### src/rtl/scsi_dma_csr_pkg.sv
package scsi_dma_csr_pkg;

    localparam int unsigned DATA_W  = 32;
    localparam int unsigned REG_NUM = 4;
    localparam int unsigned IDX_W   = $clog2(REG_NUM);
    localparam int unsigned ADDR_W  = IDX_W + 2;

    localparam int unsigned CTL_IDX  = 0;
    localparam int unsigned ADR_IDX  = 1;

    localparam logic [3:0]        VERSION_NIB = 4'hA;
    localparam logic [DATA_W-1:0] LOADED_WORD = 32'h0400_0000;

    localparam int unsigned BIT_PEND  = 0;
    localparam int unsigned BIT_IEN   = 4;
    localparam int unsigned BIT_TOG   = 6;
    localparam int unsigned BIT_RESET = 7;

    typedef logic [DATA_W-1:0] word_t;
    typedef logic [REG_NUM-1:0][DATA_W-1:0] bank_t;

    typedef struct packed {
        word_t value;
        logic  reset_req;
        logic  deassert_req;
    } ctl_rewrite_t;

    typedef struct packed {
        bank_t regs;
        logic  rst_pulse;
        logic  deassert_pulse;
    } csr_state_t;

endpackage

### src/rtl/scsi_dma_csr_decode.sv
module scsi_dma_csr_decode
    import scsi_dma_csr_pkg::*;
(
    input  logic                wr_en,
    input  logic [IDX_W-1:0]    idx,
    output logic [REG_NUM-1:0]  wr_sel
);
    for (genvar i = 0; i < REG_NUM; i++) begin : g_sel
        assign wr_sel[i] = wr_en && (idx == IDX_W'(i));
    end
endmodule

### src/rtl/scsi_dma_csr_rewrite.sv
module scsi_dma_csr_rewrite
    import scsi_dma_csr_pkg::*;
(
    input  word_t        raw,
    output ctl_rewrite_t res
);
    word_t v;

    always_comb begin
        v = raw;
        if (raw[BIT_RESET]) begin
            v = raw;
        end else if (raw[BIT_TOG]) begin
            v[BIT_TOG] = 1'b0;
        end else if (raw == '0) begin
            v[BIT_TOG] = 1'b1;
        end
        res.value        = {VERSION_NIB, v[DATA_W-5:0]};
        res.reset_req    = raw[BIT_RESET];
        res.deassert_req = !raw[BIT_IEN];
    end
endmodule

### src/rtl/scsi_dma_csr_regs.sv
module scsi_dma_csr_regs
    import scsi_dma_csr_pkg::*;
(
    input  logic               clk,
    input  logic               rst_n,
    input  logic [REG_NUM-1:0] wr_sel,
    input  word_t              wr_data,
    input  ctl_rewrite_t       ctl,
    input  logic               irq_event,
    output bank_t              regs_q,
    output logic               rst_pulse_q,
    output logic               deassert_pulse_q
);
    csr_state_t st_d, st_q;

    always_comb begin
        st_d = st_q;
        st_d.rst_pulse      = 1'b0;
        st_d.deassert_pulse = 1'b0;

        for (int i = ADR_IDX + 1; i < REG_NUM; i++) begin
            if (wr_sel[i]) begin
                st_d.regs[i] = wr_data;
            end
        end

        if (wr_sel[CTL_IDX]) begin
            if (ctl.reset_req) begin
                for (int i = 1; i < REG_NUM; i++) begin
                    st_d.regs[i] = '0;
                end
            end
            st_d.regs[CTL_IDX]  = ctl.value;
            st_d.rst_pulse      = ctl.reset_req;
            st_d.deassert_pulse = ctl.deassert_req;
        end

        if (wr_sel[ADR_IDX]) begin
            st_d.regs[ADR_IDX] = wr_data;
            st_d.regs[CTL_IDX] = LOADED_WORD;
        end

        if (irq_event) begin
            st_d.regs[CTL_IDX][BIT_PEND] = 1'b1;
        end
    end

    always_ff @(posedge clk) begin
        if (!rst_n) begin
            st_q <= '0;
        end else begin
            st_q <= st_d;
        end
    end

    assign regs_q           = st_q.regs;
    assign rst_pulse_q      = st_q.rst_pulse;
    assign deassert_pulse_q = st_q.deassert_pulse;
endmodule

### src/rtl/scsi_dma_csr.sv
module scsi_dma_csr
    import scsi_dma_csr_pkg::*;
(
    input  logic              clk,
    input  logic              rst_n,
    input  logic              wr_en,
    input  logic [ADDR_W-1:0] addr,
    input  logic [DATA_W-1:0] wr_data,
    output logic [DATA_W-1:0] rd_data,
    input  logic              irq_event,
    output logic              irq_deassert,
    output logic              ctl_reset
);
    logic [IDX_W-1:0]   idx;
    logic [REG_NUM-1:0] wr_sel;
    ctl_rewrite_t       ctl;
    bank_t              regs_q;
    logic               unused_lsb;

    assign idx        = addr[ADDR_W-1:2];
    assign unused_lsb = ^addr[1:0];

    scsi_dma_csr_decode u_decode (
        .wr_en  (wr_en),
        .idx    (idx),
        .wr_sel (wr_sel)
    );

    scsi_dma_csr_rewrite u_rewrite (
        .raw (wr_data),
        .res (ctl)
    );

    scsi_dma_csr_regs u_regs (
        .clk              (clk),
        .rst_n            (rst_n),
        .wr_sel           (wr_sel),
        .wr_data          (wr_data),
        .ctl              (ctl),
        .irq_event        (irq_event),
        .regs_q           (regs_q),
        .rst_pulse_q      (ctl_reset),
        .deassert_pulse_q (irq_deassert)
    );

    assign rd_data = regs_q[idx];
endmodule

### config.mk
export PLATFORM = sky130hd
export DESIGN_NAME = scsi_dma_csr
export DESIGN_NICKNAME = d
export VERILOG_FILES = /design/src/rtl/scsi_dma_csr_pkg.sv /design/src/rtl/scsi_dma_csr_decode.sv /design/src/rtl/scsi_dma_csr_rewrite.sv /design/src/rtl/scsi_dma_csr_regs.sv /design/src/rtl/scsi_dma_csr.sv
export SDC_FILE = /design/constraint.sdc
export NUM_CORES = 1
export LEC_CHECK = 0
export BUFFER_PORTS_ARGS = -buffer_cell sky130_fd_sc_hd__buf_2
export CORE_MARGIN = 2
export CORE_UTILIZATION = 30
export CTS_CLUSTER_SIZE = 24
export DETAILED_ROUTE_END_ITERATION = 6
export PLACE_DENSITY = 0.43
export REMOVE_ABC_BUFFERS = 1
export SYNTH_ARGS = -nofsm -noshare
export SYNTH_HDL_FRONTEND = slang
export SYNTH_SLANG_ARGS = --single-unit
### constraint.sdc
create_clock -name clk -period 2.1 [get_ports clk]
set_input_delay 0.21 -clock clk [delete_from_list [all_inputs] [get_ports clk]]
set_output_delay 0.21 -clock clk [all_outputs]
set_load 0.01 [all_outputs]
==> impl_results.md, run 1 <==
* Overall via count from detail_route at roughly 4,500
* Share of the yosys chip area belonging to registers at approximately 48%
* Clock period minus worst slack at 1.65 ns
* Synthesized-area fraction occupied by ao, oa, aoi and oai cells at approximately 14%
* Most instantiated library cell after synthesis: nand2_1
* Cell count after placement at 853
* Netlist area before placement at 5250 um^2
* GRT Total Usage at 18.3%
* Worst hold path type: in2reg
* Maximum number of pins on one net before global-route repair at 33
* Crit start category: input pin
* Total clock buffers created by CTS at 17
* Buffer count from post-CTS setup fixing at 0
* Worst Hold Launch: wr_data[4]
* Setup repair after global routing missed its margin: no
* Share of synthesized area spent on multiplexers at 13.3%
* Insertion delay to the later sink of the worst-skew pair at 0.42 ns
* Slew at the pin closest to its max-slew limit at 0.856 ns
* Worst setup path start: addr[3]
* Instance area at placement at 5910 um^2
* Startpoint of the most critical register-to-register path: u_regs.regs_q[0]
* Maximum clock frequency at approximately 0.61 GHz
* Sequential share of power at 45.0%
* Max cap viols at 0
* Via count normalized by instance count at between 5 and 6
* Pre-CTS setup slack at 0.352 ns
* Ratio of cells with drive above 1 in the final layout at about a quarter
* Ant diodes at 0
* Starting DRC count in detailed routing at around 250
* Worst relative slew slack at 43.0%
* Xor-xnor portion of the synthesized cell area at 0%
* Final hold slack at 0.0625 ns
* Largest cells by area after synthesis: dfxtp_1 48%, nand2_1 13%, mux4_2 13%
* Most used DFF post-synth: dfxtp_1
* Most area-hungry cell type in the Yosys netlist: dfxtp_1
* Post-Layout Cell Count at between 800 and 900
* Post-Synth Adder-Cell Area at 0%
* Largest family of logic cells by synthesized area: simple AND/OR/NAND/NOR gates
* Number of buffer cells added on primary ports at 71
* I/O pin count at 74
* Flop and latch count out of synthesis at 127
* Power density relative to cell area at 873 nW/um^2
* Sum of net half-perimeters after detailed placement at between 10,000 and 15,000 um
* Run status: complete, no violations
* Max clock buf depth at 2
* Distinct cell type count of the synthesized netlist at 26
* Capturing element of the worst setup path: rd_data[16]
* Standard-cell row count at between 40 and 50
* Area of the core at between 15,000 and 20,000 um^2
* Leak at 0.00237 uW
* TritonCTS clock tree: built
* Remaining routing DRC violations at 0
* Simple-gate share of the synthesized area at 20.3%
* Switching share of power at 23.4%
* Period Utilization, post-route at 78.7%
* R2R Setup Slk at approximately 1.4 ns
* Portion of total power attributed to the clock network at 45.7%
* Vias in the first global route at 4,558
* Crit path setup slack, layout at approximately 0.45 ns
* Share of flip-flops with an asynchronous set or reset at 0%
* Final instance area at 6430 um^2
* Count of mapped cells out of synthesis at 580
* Endpoints failing hold at 0
* Count of synthesis-stage warnings from yosys at 0
* Clock sinks at ~130
* Initial Utilization at between 30% and 40%
* Net switching power figure at 1310 uW
* Peak supply drop at around 550 uV
* Horiz. Die Dim at 136 um
* Remaining antenna violation count at 0
* Die footprint at 18,600 um^2
* P&R area growth vs syn at 22.4%
* Critical-path maximum fanout at 16
* Synth cell count leaders: 183 x nand2_1, 127 x dfxtp_1, 91 x a21oi_1
* Data required time at the worst endpoint at 1.89 ns
* Number of flops mapped to enable cells by yosys at 0
* First-pass DRT Iterations at 4
* First-pass GRT wire length at 25,200 um
* Worst-path clk slew at 0.05 ns
* GR Overflow Total at 0
* Share of the synthesized area in the top cell type at 48.4%
* Avg WL per Cell at 18.4 um
* Final count of pins violating max slew at 0
* Number of antenna violations at the first check in global routing at 0
* Fraction of power consumed by combinational cells at 9.3%
* Average instance area after synthesis at approximately 9 um^2
* Endpoint of the worst register-to-register path: u_regs.regs_q[0]
* Final weighted congestion of routability-driven global placement at 0.741
* Critical Path Sink Type: primary output
* CTS root buf: clkbuf_16
* Data arrival time of the critical path at 1.44 ns
* Count of final setup violators at 0
* Internal Dissipation at 4290 uW
* Fin nets at 688
* Worst clock skew at 0 ns
* Number of H-tree branching levels at 4
* Total wire length at 16,300 um
* Worst setup path class: in2out
* Vert. Die Dim at 136 um
* PostCTS Resize Cnt at 0
* Depth of the most critical reg-to-reg path at 3
* Hold-fix buffers, CTS at 1
-- critical path, cell delays in order --
cell and delay, ns:
buf_2 0.32, buf_4 0.37, mux4_2 0.37, buf_2 0.16
-- routing by layer --
metal | vias up | global-route usage, % | part of all wire, %
met5 | - | 0 | 0
met4 | 0 | 6.77 | 1.6
met3 | 20 | 3.80 | 4.0
met2 | 111 | 31.5 | 51
met1 | 2199 | 22.6 | 43
li1 | 2138 | - | -
-- cell type report --
cell class / instances / area, um^2
clock buffer: 27 / 503
clock inverter: 1 / 5.00
sequential: 127 / 2540
timing repair buffer: 97 / 578
multi-input combinational: 405 / 2520
tap: 225 / 282
fill: 1791 / 10800
-- placed cells by master, fill, tap and decap left out, types with 2 or more instances in the layout --
| master | synthesis | routed |
|---|---|---|
| nand2_1 | 183 | 182 |
| dfxtp_1 | 127 | 127 |
| a21oi_1 | 91 | 91 |
| buf_2 | 15 | 71 |
| nor2b_1 | 34 | 34 |
| a22oi_1 | 32 | 32 |
| mux4_2 | 30 | 30 |
| buf_4 | 0 | 23 |
| clkbuf_16 | 0 | 17 |
| nor4_1 | 8 | 8 |
| clkbuf_1 | 32 | 6 |
| nor2_1 | 6 | 5 |
| clkbuf_8 | 0 | 4 |
| and3_1 | 3 | 3 |
| mux2_2 | 2 | 2 |
| a22o_1 | 2 | 2 |
| nand3_1 | 2 | 2 |
| nand2b_1 | 2 | 2 |
| buf_12 | 0 | 2 |
-- sequential cells by signal, indices dropped and copies added (netlist names) --
name                     flops
u_regs.rst_pulse_q           1
u_regs.deassert_pulse_q      1
u_regs.regs_q              125
-- worst min path at each step --
stage / cells after the start / slack (ns) / end
2_1_floorplan: 1 / 0.28 / u_regs.deassert_pulse_q
3_3_place_gp: 2 / 0.42 / u_regs.regs_q[0]
3_5_place_dp: 2 / 0.43 / u_regs.regs_q[0]
4_1_cts: 2 / 0.03 / u_regs.deassert_pulse_q
5_1_grt: 2 / 0.05 / u_regs.deassert_pulse_q
6_report: 2 / 0.06 / u_regs.deassert_pulse_q
-- power groups by stage --
stage	combinational (uW)	clock, uW	sequential (uW)
floorplan	245	0	2560
global placement	518	0	2570
detailed placement	525	0	2570
CTS	528	2630	2520
global route	569	2710	2530
finish	521	2560	2530
-- cells by family after synthesis --
group / after synthesis
AO/OA/AOI/OAI: 129
multiplexers: 32
AND/OR/NAND/NOR: 244
flip-flops: 127
buffers and inverters: 48
-- stage by stage --
stage	setup TNS, ns	utilization, %	power (uW)
after global routing	0	37.4	5820
final	0	37.4	5610
after CTS	0	37.4	5680
after floorplan	-80.73	-	2810
after global placement	0	34.4	3090
after detailed placement	0	34.4	3100
No activity file was read; power rests on OpenSTA's default activity.
==> run 2: changes to the inputs <==
--- a/config.mk
+++ b/config.mk
@@ -5,12 +5,13 @@
 export SDC_FILE = /design/constraint.sdc
 export NUM_CORES = 1
 export LEC_CHECK = 0
+export ABC_AREA = 1
 export BUFFER_PORTS_ARGS = -buffer_cell sky130_fd_sc_hd__buf_2
 export CORE_MARGIN = 2
 export CORE_UTILIZATION = 30
 export CTS_CLUSTER_SIZE = 24
 export DETAILED_ROUTE_END_ITERATION = 6
-export PLACE_DENSITY = 0.43
+export PLACE_DENSITY = 0.45
 export REMOVE_ABC_BUFFERS = 1
 export SYNTH_ARGS = -nofsm -noshare
 export SYNTH_HDL_FRONTEND = slang
==> constraint.sdc (replaced) <==
create_clock -name clk -period 1.4 [get_ports clk]
set_input_delay 0.14 -clock clk [delete_from_list [all_inputs] [get_ports clk]]
set_output_delay 0.14 -clock clk [all_outputs]
set_load 0.01 [all_outputs]
==> impl_results.md, run 2 <==
* Run status: complete, no violations
* Capturing element of the worst setup path: rd_data[21]
* Switching share of power at 25.4%
* Net switching power figure at 2280 uW
* Number of antenna violations at the first check in global routing at 1
* Synthesized-area fraction occupied by ao, oa, aoi and oai cells at just under 20%
* Depth of the most critical reg-to-reg path at 4
* Worst hold path type: in2reg
* Commonest cells after routing, fill and taps aside: 168 x nand2_1, 133 x nand3_1, 127 x dfxtp_1
* GRT Total Usage at between 10% and 20%
* Avg WL per Cell at 17.1 um
* Data arrival time of the critical path at 1.20 ns
* Count of synthesis-stage warnings from yosys at 0
* Share of flip-flops with an asynchronous set or reset at 0%
* Final count of pins violating max slew at 0
* Critical Path Sink Type: primary output
* Xor-xnor portion of the synthesized cell area at 0%
* Clock period minus worst slack at 1.34 ns
* Post-Layout Cell Count at between 1,000 and 1,500
* Crit start category: register
* R2R Setup Slk at 0.72 ns
* Initial Utilization at between 30% and 40%
* Netlist area before placement at about 5400 um^2
* Total clock buffers created by CTS at 17
* Slew at the pin closest to its max-slew limit at around 0.37 ns
* Worst-path clk slew at 0.06 ns
* Remaining antenna violation count at 0
* Vias in the first global route at 5,270
* Internal Dissipation at between 6000 and 7000 uW
* First-pass DRT Iterations at 5
* Number of buffer cells added on primary ports at 71
* Post-Synth Adder-Cell Area at 0%
* Worst setup path start: u_regs.regs_q[53]
* Largest family of logic cells by synthesized area: simple AND/OR/NAND/NOR gates
* Simple-gate share of the synthesized area at 26.5%
* Maximum clock frequency at 0.748 GHz
* GR Overflow Total at 0
* Fraction of power consumed by combinational cells at 10.0%
* Number of flip-flops in the largest register at 125
* Number of fill cells in the layout at 1,828
* Worst relative slew slack at between 70% and 80%
* Peak supply drop at between 900 and 1000 uV
* I/O pin count at 74
* Sequential share of power at a little over two fifths
* Fin nets at 832
* Via count normalized by instance count at 5.25
* Portion of total power attributed to the clock network at between 40% and 50%
* Slowest cell on the critical path: dfxtp_1
* Starting DRC count in detailed routing at 352
* Leading cell type in the layout, fill and taps excluded: nand2_1
* Worst setup path class: reg2out
* CTS root buf: clkbuf_16
* Final weighted congestion of routability-driven global placement at 0.765
* Remaining routing DRC violations at 0
* Ordered list of cells on the worst path: a22oi_1 -> nand2_1 -> buf_2
* Die footprint at between 15,000 and 20,000 um^2
* Flop and latch count out of synthesis at 127
* Number of flops mapped to enable cells by yosys at 0
* TritonCTS clock tree: built
* Critical-path maximum fanout at 2
* Most used DFF post-synth: dfxtp_1
* Startpoint of the most critical register-to-register path: u_regs.regs_q[63]
* Max clock buf depth at 2
* Final core utilization at 38.4%
* Max cap viols at 0
* Peak per-stage delay on the critical path at 0.32 ns
* Leak at 0.00262 uW
* Endpoint of the worst register-to-register path: u_regs.regs_q[63]
* Most area-hungry cell type in the Yosys netlist: dfxtp_1
* Data required time at the worst endpoint at 1.26 ns
* Share of the synthesized area in the top cell type at 46.7%
* Standard-cell row count at between 40 and 50
* Clock sinks at 127
* Insertion delay to the later sink of the worst-skew pair at 0.42 ns
* Average instance area after synthesis at roughly 7.5 um^2
* First-pass GRT wire length at between 20,000 and 30,000 um
* Vert. Die Dim at 139 um
* Share of synthesized area spent on multiplexers at 0%
* Power density relative to cell area at 1300 nW/um^2
* Cell count after placement at about 1,000
* Maximum number of pins on one net before global-route repair at 73
* Share of the yosys chip area belonging to registers at 46.7%
* Largest cells by area after synthesis: dfxtp_1 47%, nand3_1 12%, nand2_1 12%
* Ant diodes at 0
* Ratio of cells with drive above 1 in the final layout at 19.0%
* Endpoints failing hold at 0
* Synth cell count leaders: 168 x nand2_1, 133 x nand3_1, 127 x dfxtp_1
* Distinct cell type count of the synthesized netlist at 20
* Most instantiated library cell after synthesis: nand2_1
* Total wire length at 17,600 um
* Setup repair after global routing missed its margin: yes
* Area of the core at 17,900 um^2
* P&R area growth vs syn at 26.2%
* Final hold slack at between 0.01 and 0.015 ns
* Worst clock skew at 0 ns
* Sum of net half-perimeters after detailed placement at 11,100 um
* Count of final setup violators at 0
* Count of mapped cells out of synthesis at 727
* Number of H-tree branching levels at 4
* Horiz. Die Dim at roughly 140 um
* Period Utilization, post-route at a little over nine tenths
* Post-layout power at 8960 uW
* Overall via count from detail_route at 5,419
-- run 2: cell types whose count changed after synthesis, sizes merged, moves of 8 or more --
| cell | change |
|---|---|
| nand3 | +131 |
| nor2b | -34 |
| a21oi | +28 |
| buf | +24 |
| clkbuf | -9 |
| nand2 | -13 |
| nor2 | +25 |
| mux4 | -30 |
| nor4 | -8 |
| a22oi | +20 |
| inv | +20 |
-- run 2: cell type report --
cell class	count	area [um^2]	area share (%)
tap	229	287	4.17
timing repair buffer	109	850	12.4
sequential	127	2540	37.0
clock inverter	13	121	1.77
multi-input combinational	516	2550	37.1
inverter	21	78.8	1.15
clock buffer	18	439	6.39
-- run 2: repair_timing --
| action | in CTS | in global routing |
|---|---|---|
| endpoints found under the hold margin | 4 | 0 |
| setup buffers | 0 | 0 |
| hold buffers | 4 | 0 |
| endpoints found under the setup margin | 0 | 13 |
| resized for setup | 0 | 12 |
-- run 2: worst min path at each step --
stage / from / to / slack, ns / depth (start not counted)
after floorplan: wr_data[4] / u_regs.deassert_pulse_q / 0.22 / 1
after global placement: wr_data[4] / u_regs.deassert_pulse_q / 0.41 / 2
after detailed placement: wr_data[4] / u_regs.deassert_pulse_q / 0.41 / 2
after CTS: wr_data[30] / u_regs.regs_q[94] / 0.0009 / 3
after global routing: wr_data[31] / u_regs.regs_q[127] / 0.01 / 3
final: wr_data[30] / u_regs.regs_q[94] / 0.01 / 3
-- run 2: power by group through the flow --
stage / Clock [uW] / Sequential, uW / Combinational (uW)
after floorplan: 0 / 3850 / 379
after global routing: 4520 / 3800 / 983
final: 4270 / 3790 / 898
after detailed placement: 0 / 3860 / 883
after global placement: 0 / 3860 / 864
after CTS: 4370 / 3790 / 892
-- run 2: metal layers --
metal  track usage [%]  routed length (um)
met5                 0                  13
met4              7.28                 278
met3              4.49                 909
met2              29.3                8270
met1              24.2                8160
-- run 2: worst max-delay path, delay by kind of cell (launching register included) --
family          cells  cell delay, ns
simple gates        1            0.10
buf+inv             1            0.15
compound gates      1            0.22
flops               1            0.32
-- run 2: kinds of logic after synthesis --
kind of cell           after synthesis
buffers and inverters               84
and+or+nand+nor                    335
AOI/OAI and AO/OA                  181
DFF                                127
-- run 2: stage by stage --
step	setup TNS, ns	instance area [um^2]	setup slack, ns
floorplan	-229.89	5110	-2.37
global placement	0	6210	0.0465
detailed placement	0	6210	0.0237
CTS	0	6810	0.0292
global route	-0.0403	6870	-0.0203
finish	0	6870	0.0622
==> run 3: changes to the inputs <==
--- a/config.mk
+++ b/config.mk
@@ -7,11 +7,12 @@
 export LEC_CHECK = 0
 export ABC_AREA = 1
 export BUFFER_PORTS_ARGS = -buffer_cell sky130_fd_sc_hd__buf_2
+export CORE_ASPECT_RATIO = 2
 export CORE_MARGIN = 2
 export CORE_UTILIZATION = 30
 export CTS_CLUSTER_SIZE = 24
 export DETAILED_ROUTE_END_ITERATION = 6
-export PLACE_DENSITY = 0.45
+export PLACE_DENSITY = 0.43
 export REMOVE_ABC_BUFFERS = 1
 export SYNTH_ARGS = -nofsm -noshare
 export SYNTH_HDL_FRONTEND = slang
==> constraint.sdc (replaced) <==
create_clock -name clk -period 1.5 [get_ports clk]
set_input_delay 0.15 -clock clk [delete_from_list [all_inputs] [get_ports clk]]
set_output_delay 0.15 -clock clk [all_outputs]
set_load 0.01 [all_outputs]
==> impl_results.md, run 3 (synthesis gave the netlist of run 2 again) <==
* Run status: complete, no violations
* Area occupied by multi-input gates at 2510 um^2
* Worst clock skew at 0 ns
* TritonCTS clock tree: built
* Number of fill cells in the layout at 1,932
* I/O pin count at 74
* Post-layout power at slightly below 9000 uW
* Combined buffer and inverter count along the critical path at 5
* GRT Total Usage at 19.4%
* First-pass GRT wire length at approximately 29,000 um
* Maximum number of pins on one net before global-route repair at 55
* Number of buffer cells added on primary ports at 71
* Total clock buffers created by CTS at 17
* Endpoints failing hold at 0
* Vert. Die Dim at 195 um
* Final weighted congestion of routability-driven global placement at 0.756
* P&R area growth vs syn at 24.8%
* Commonest cells after routing, fill and taps aside: 168 x nand2_1, 133 x nand3_1, 127 x dfxtp_1
* Count of final setup violators at 0
* Remaining routing DRC violations at 0
* Via count normalized by instance count at 5.30
* Setup repair after global routing missed its margin: no
* Die footprint at 19,300 um^2
* Starting DRC count in detailed routing at 317
* Critical Path Sink Type: primary output
* Initial Utilization at a little under a third
* Period Utilization, post-route at 93.3%
* Ratio of cells with drive above 1 in the final layout at 18.2%
* Remaining antenna violation count at 0
* Standard-cell row count at 69
* Peak supply drop at around 740 uV
* Maximum clock frequency at between 0.7 and 0.8 GHz
* Leak at 0.00261 uW
* Power density relative to cell area at 1310 nW/um^2
* Total wire length at roughly 18,000 um
* Data required time at the worst endpoint at approximately 1.4 ns
* Overall via count from detail_route at around 5,400
* Number of flip-flops in the largest register at roughly 130
* Horiz. Die Dim at around 99 um
* Insertion delay to the later sink of the worst-skew pair at a little over 0.4 ns
* Leading cell type in the layout, fill and taps excluded: nand2_1
* First-pass DRT Iterations at 4
* Fin nets at 830
* Kind of cell adding the most delay to the critical path: buffers and inverters
* Worst setup path class: in2out
* Ant diodes at 0
* Worst-path clk slew at 0.06 ns
* Peak per-stage delay on the critical path at 0.22 ns
* Number of H-tree branching levels at 4
* Clock sinks at roughly 130
* Worst hold path type: in2reg
* CTS root buf: clkbuf_16
* Ordered list of cells on the worst path: buf_2 -> inv_1 -> nor2_4 -> buf_12 -> inv_1 -> o2111ai_1 -> buf_2
* Vias in the first global route at 5,559
* Critical-path maximum fanout at 21
* Final core utilization at approximately two fifths
* Number of antenna violations at the first check in global routing at 0
* Data arrival time of the critical path at 1.25 ns
* Slew at the pin closest to its max-slew limit at 0.469 ns
* Crit start category: input pin
* Buffer count from post-CTS setup fixing at 0
* Clock period minus worst slack at 1.40 ns
* Setup TNS Final at 0 ns
* Slowest cell on the critical path: o2111ai_1
* GR Overflow Total at 0
* Max cap viols at 0
* Register cell area after layout at 2540 um^2
* Final count of pins violating max slew at 0
* Max clock buf depth at 2
* Avg WL per Cell at 17.9 um
* Sum of net half-perimeters after detailed placement at 12,200 um
* Area of the core at about 18,000 um^2
* Worst relative slew slack at 68.7%
-- run 3: metal layers --
layer | vias to the layer above | track usage, % | part of all wire [%]
met5 | - | 0 | 0
met1 | 2604 | 21.8 | 40
met4 | 0 | 7.41 | 2.2
li1 | 2622 | - | -
met3 | 26 | 3.24 | 3.3
met2 | 129 | 35.8 | 55
-- run 3: what timing repair did --
item                                    in CTS  in global routing
resized for setup                            0                  2
endpoints found under the setup margin       0                  1
hold buffers                                 1                  0
hold endpoints to repair                     1                  0
-- run 3: worst paths after layout --
kind               startpoint                end  slack [ns]  cells after the start
max                   addr[2]        rd_data[31]        0.10                      7
min               wr_data[30]  u_regs.regs_q[94]        0.03                      3
max reg2reg  u_regs.regs_q[0]   u_regs.regs_q[0]        0.81                      4
min reg2reg  u_regs.regs_q[1]   u_regs.regs_q[1]        0.46                      2
-- run 3: cell type report --
type / count / share of cell area (%)
Multi-Input combinational cell: 516 / 37.0
Sequential cell: 127 / 37.4
Inverter: 21 / 1.16
Tap cell: 213 / 3.92
Clock inverter: 13 / 3.13
Clock buffer: 18 / 6.46
Timing Repair Buffer: 107 / 11.0
-- run 3: worst register-to-register path, delay by kind of cell, from the launching register on --
kind	cells	cell delay, ns
AOI/OAI and AO/OA	2	0.19
buffers and inverters	1	0.03
and+or+nand+nor	1	0.07
DFF	1	0.31
-- run 3: stage by stage --
| step | instance area, um^2 | setup WS [ns] | instances | hold WS (ns) |
|---|---|---|---|---|
| after floorplan | 5110 | -2.28 | 664 | 0.229 |
| after global placement | 6120 | 0.0379 | 983 | 0.429 |
| after detailed placement | 6120 | 0.0320 | 983 | 0.430 |
| after CTS | 6790 | 0.0381 | 1015 | 0.00820 |
| after global routing | 6800 | 0.0251 | 1015 | 0.0169 |
| final | 6800 | 0.100 | 1015 | 0.0252 |
-- run 3: report_power, final --
| part | switching, uW | internal [uW] |
|---|---|---|
| Sequential | 54.3 | 3480 |
| Combinational | 529 | 273 |
| Clock | 1590 | 2990 |
